File: config.mk
export PLATFORM = sky130hd
export DESIGN_NAME = dac_cmd_decoder
export DESIGN_NICKNAME = d
export VERILOG_FILES = /design/src/rtl/dac_cmd_decoder.sv
export SDC_FILE = /design/constraint.sdc
export NUM_CORES = 1
export LEC_CHECK = 0
export ABC_CLOCK_PERIOD_IN_PS = 1900
export CORE_ASPECT_RATIO = 0.7
export CORE_MARGIN = 1
export CORE_UTILIZATION = 25
export DETAILED_ROUTE_END_ITERATION = 16
export PLACE_DENSITY_LB_ADDON = 0.08
export SLEW_MARGIN = 20
export SYNTH_ARGS = -nofsm -noshare
export SYNTH_HDL_FRONTEND = slang
export SYNTH_SLANG_ARGS = --single-unit
File: constraint.sdc
create_clock -name clk -period 1.9 [get_ports clk]
set_input_delay 0.38 -clock clk [delete_from_list [all_inputs] [get_ports clk]]
set_output_delay 0.38 -clock clk [all_outputs]
set_load 0.05 [all_outputs]
File: src/rtl/dac_cmd_decoder.sv
module dac_cmd_decoder #(
  parameter int DATA_W = 10,
  parameter int CMD_W  = 16
) (
  input  logic              clk,
  input  logic              rst_n,
  input  logic              cmd_valid,
  input  logic [CMD_W-1:0]  cmd_word,
  input  logic              xfer_n,
  output logic [DATA_W-1:0] dac_a,
  output logic [DATA_W-1:0] dac_b
);
  localparam int CTRL_LSB = CMD_W - 3;
  localparam int DATA_LSB = CTRL_LSB - DATA_W;
  localparam logic [DATA_W-1:0] MID = DATA_W'(1) << (DATA_W - 1);

  logic [2:0]        ctrl;
  logic [DATA_W-1:0] data;
  logic [DATA_W-1:0] stage_a, stage_b;
  logic [2:0]        sync;
  logic              xfer;
  logic              ld_all, ld_a, ld_b;

  assign ctrl   = cmd_word[CMD_W-1:CTRL_LSB];
  assign data   = cmd_word[CTRL_LSB-1:DATA_LSB];
  assign ld_all = cmd_valid && ctrl == 3'b011;
  assign ld_a   = cmd_valid && ctrl == 3'b001;
  assign ld_b   = cmd_valid && ctrl == 3'b101;
  assign xfer   = sync[2] && !sync[1];

  always_ff @(posedge clk or negedge rst_n)
    if (!rst_n) sync <= '1;
    else        sync <= {sync[1:0], xfer_n};

  always_ff @(posedge clk or negedge rst_n)
    if (!rst_n) begin
      stage_a <= MID;
      stage_b <= MID;
    end else begin
      if (ld_all || ld_a) stage_a <= data;
      if (ld_all || ld_b) stage_b <= data;
    end

  always_ff @(posedge clk or negedge rst_n)
    if (!rst_n) begin
      dac_a <= MID;
      dac_b <= MID;
    end else if (ld_all) begin
      dac_a <= data;
      dac_b <= data;
    end else if (xfer) begin
      dac_a <= stage_a;
      dac_b <= stage_b;
    end
endmodule

# Yosys cells after proc, flatten, opt, wreduce, memory -nomap -nowiden
# Index checks and enable logic that the tools add are counted.
[op_classes]
eq_ne = 3
mux = 4
reduce_logical = 8
[ops]
columns = ["op", "n"]
rows = [
  ["$mux W10", 4],
  ["$logic_and A1 B1 Y1", 4],
  ["$eq A3 B1 Y1 const B", 1],
  ["$eq A3 B2 Y1 const B", 1],
  ["$eq A3 B3 Y1 const B", 1],
  ["$logic_or A1 B1 Y1", 2],
  ["$reduce_bool A2 Y1", 1],
  ["$logic_not A1 Y1", 1],
]
[word_totals]
reg_bits = 43
in_bits = 20
out_inout_bits = 20
wordCells = 20

# Longest topological paths before layout
[depth]
word_depth = 4
depth_mapped = 4

# Worst setup path after synthesis
# Ideal clock, no wire load.
[synth_timing]
path_kind = "input-to-reg"
startpoint = "input port cmd_word[14]"
endpoint = "register stage_b[0]"
setup_ns = 0.125
t_arrival_ns = 1.123
required_time_ns = 1.775
setup_slack_ns = 0.652
path_stages = 4
path_cell_list = "xor2_1 and3_1 buf_6 mux2_4"
[synth_between]
elab_chain_cells = 3
elab_cells_between_ends = 5
classes_between = "eq/ne: 2; reduce/logical: 3"
[synth_rtl]
columns = ["item", "line_no", "text"]
rows = [
  ["from (decl)", "8", "input logic [CMD_W-1:0] cmd_word,"],
  ["$eq A3 B2 Y1 / $eq A3 B3 Y1 (equally long branches)", "26, 28", ""],
  ["$logic_and A1 B1 Y1, on equally long branches", "26, 28", ""],
  ["$logic_or A1 B1 Y1 (*)", "41", "if (ld_all || ld_b) stage_b <= data;"],
  ["to (signal assigned)", "41", ""],
  ["to (decl)", "19", "logic [DATA_W-1:0] stage_a, stage_b;"],
]
# Mark *: on every way between the ends. The rest lies on a longest branch, timed or not.
# A chain may end at the register's enable or synchronous reset.

# Worst setup path in the final report
[layout_timing]
startpoint = "register dac_b[8]"
endpoint = "output port dac_b[8]"
[layout_lines]
columns = ["item", "line_no", "text"]
rows = [
  ["from (decl)", "11", "output logic [DATA_W-1:0] dac_b"],
  ["from (signal assigned)", "50", "dac_b <= data;"],
  ["from (signal assigned)", "53", "dac_b <= stage_b;"],
]
# No word-level cell between the ends.

==> flow_summary.toml <==
[timing]
hold_viol = 0
tns_ns = 0
timing.final.ws_setup_ns = 0.0545
worst_pin_slew_ns = 0.511
setup_viol = 0
max_freq_mhz = 542
fin_skew_ns = 0.00740
period_minus_slack_ns = 1.85
rsz0062_at_grt = "false"
drv_slew = 0
post-route-period-util = 0.971
relSlewSlack = 0.660

[synth]
netlist.area_leader.share = 0.515
synth_cell_types = 16
seq_area_frac_synth = 0.620
synthCells = 148
netlist_top_cells_area = "dfrtp_1, dfstp_2, mux2_4, nand2_1, a31oi_1"
synth_top_area_cell = "dfrtp_1"
syn_avg_cell_area_um2 = 11.8
ys_seq_elements = 43
syn-num-nets = 168
yosysWarnings = 0
synth_area_um2 = 1750

[power_and_ir_drop]
sequentialPowerShare = 0.431
swShare = 0.328
p_int_uw = 1890
power_uw = 2810
peakVddDrop_v = 0.000398
netSwitchingPower_uw = 923
pwr-share-comb = 0.299
power_density_nw_per_um2 = 1180
pwr-share-clk = 0.270
total_leakage_power_uw = 0.00104

[worst_setup_path]
crit_buf_inv = 1
slowest_delay_ns = 0.81
worstPathArrival_ns = 1.47
cp_num_cells = 1
startpoint_type = "flip-flop"
critPathTopFamily = "buffers and inverters"
cp_max_fo = 2
critPathCaptureType = "output port"
crit_slowest_cell = "clkdlybuf4s50_1"
crit_type = "reg2out"
cp.required_ns = 1.52
path_cells = "clkdlybuf4s50_1"
r2r_cells = 4

[drt]
drc_errors = 0
drtAntennaViolNets = 0
dr.pass1.iters = 4
drt_iter0_drc = 30
num_vias = 1230
routed_wl_um = 3760
wire_per_inst_um = 13.1
vias_per_cell = 4.30

[outcome]
status = "completed"

[final_layout]
finish.utilization = 0.354
final_common_cell = "nand2_1"
antenna_cells = 0
syn2layout_area_growth_pct = 36.6
fin_cells = 286
seqCellArea_um2 = 1080
fill_cells = 705
layout-drive-gt1-share = 0.266
multi_input_area_um2 = 619
final_cell_mix = "nand2_1, dfrtp_1, clkdlybuf4s50_1"
finalNetCount = 211

[place]
io_buffers = 36
dp.cells = 278
dp_slack_ns = 0.0653
place_hpwl_um = 2690
routabilityCongestion = 0.682

[global_route]
grt_pass1_vias = 1320
grt_antenna_before_repair = 0
grt_overflow = 0
grt_use_total = 0.117
grt_pass1_wl_um = 6380
grt_max_degree = 31

[die]
die_h_um = 72.0
initial_core_util = 0.259
num_rows = 25
die-area_um2 = 7340
core_um2 = 6760
fp.dieW_um = 102
ios = 40

[clock_network]
cts_sinks = 43
cts_buffer_depth = 2
post_cts_buffers = 0
postCtsHoldBufs = 0
post_cts_resize_count = 0
ctsRootBufferMaster = "clkbuf_8"
cts_tree = "yes"
cts_buffers = 5
clk_transition_reported_paths_ns = 0.09
clock_latency_ns = 0.30
cts_max_level = 2

[job]
maxCapViolCount = 0

[worst_hold_path]
hold_path.class = "in2async"
-- area by class of cell --
type	instances	share of cell area
flip-flops and latches	43	0.454
multi-input cells	96	0.259
repair buffers	45	0.186
well taps	94	0.0492
clock buffers	6	0.0346
clock inverters	2	0.0162
-- sequential cells by signal (all words and copies together), names as in the netlist --
name and cells:
dac_a 10, dac_b 10, stage_a 10, stage_b 10
sync 3
-- per-stage QoR --
step	hold slack [ns]	instance area, µm²
4_1_cts	0.0574	2390
2_1_floorplan	0.0844	1750
3_5_place_dp	0.349	2270
3_3_place_gp	0.349	2270
6_report	0.0440	2390
5_1_grt	0.0780	2390
-- logic make-up (layout without fill, tap and decap cells) --
logic type,count (synthesis),count (layout),synth area share
XOR/XNOR,1,1,0.00501
buffers and inverters,9,53,0.0257
multiplexers,20,20,0.150
AND/OR/NAND/NOR,55,55,0.127
AO/OA/AOI/OAI,20,20,0.0715
flip-flops,43,43,0.620
-- synthesized netlist by cell type, drive strengths merged --
master  instances
and3            1
nor2b           1
nor2           10
mux2           20
dfrtp          36
buf             4
nand3b          1
nand2b          1
a31oi          20
dfstp           7
nand2          40
clkbuf          5
xor2            1
nand4b          1
-- power by group through the flow --
stage	Sequential, µW	Clock [µW]	Combinational, µW
final	1210	760	841
after global routing	1240	827	895
after CTS	1210	786	852
after detailed placement	1230	0	850
after global placement	1220	0	840
after floorplan	1530	0	237
-- path summary, 6_finish.rpt --
| check | startpoint | end | slack, ns |
|---|---|---|---|
| setup / recovery | dac_b[8]$_DFFE_PN0P_ | dac_b[8] | 0.05 |
| hold / removal | rst_n | dac_b[4]$_DFFE_PN0P_ | 0.04 |
| max in group asynchronous | rst_n | sync[2]$_DFF_PN1_ | 1.27 |
| min in group clk | sync[0]$_DFF_PN1_ | sync[1]$_DFF_PN1_ | 0.36 |
| hold reg to reg | sync[0]$_DFF_PN1_ | sync[1]$_DFF_PN1_ | 0.36 |
| setup reg to reg | sync[2]$_DFF_PN1_ | dac_a[1]$_DFFE_PN0P_ | 0.65 |
-- layer usage --
layer,up-vias,part of all wire,track usage
li1,590,-,-
met1,606,0.51,0.162
met2,27,0.43,0.175
met3,7,0.046,0.0318
met4,0,0.014,0.0429
met5,-,0,0
No activity file was read; power rests on OpenSTA's default activity.
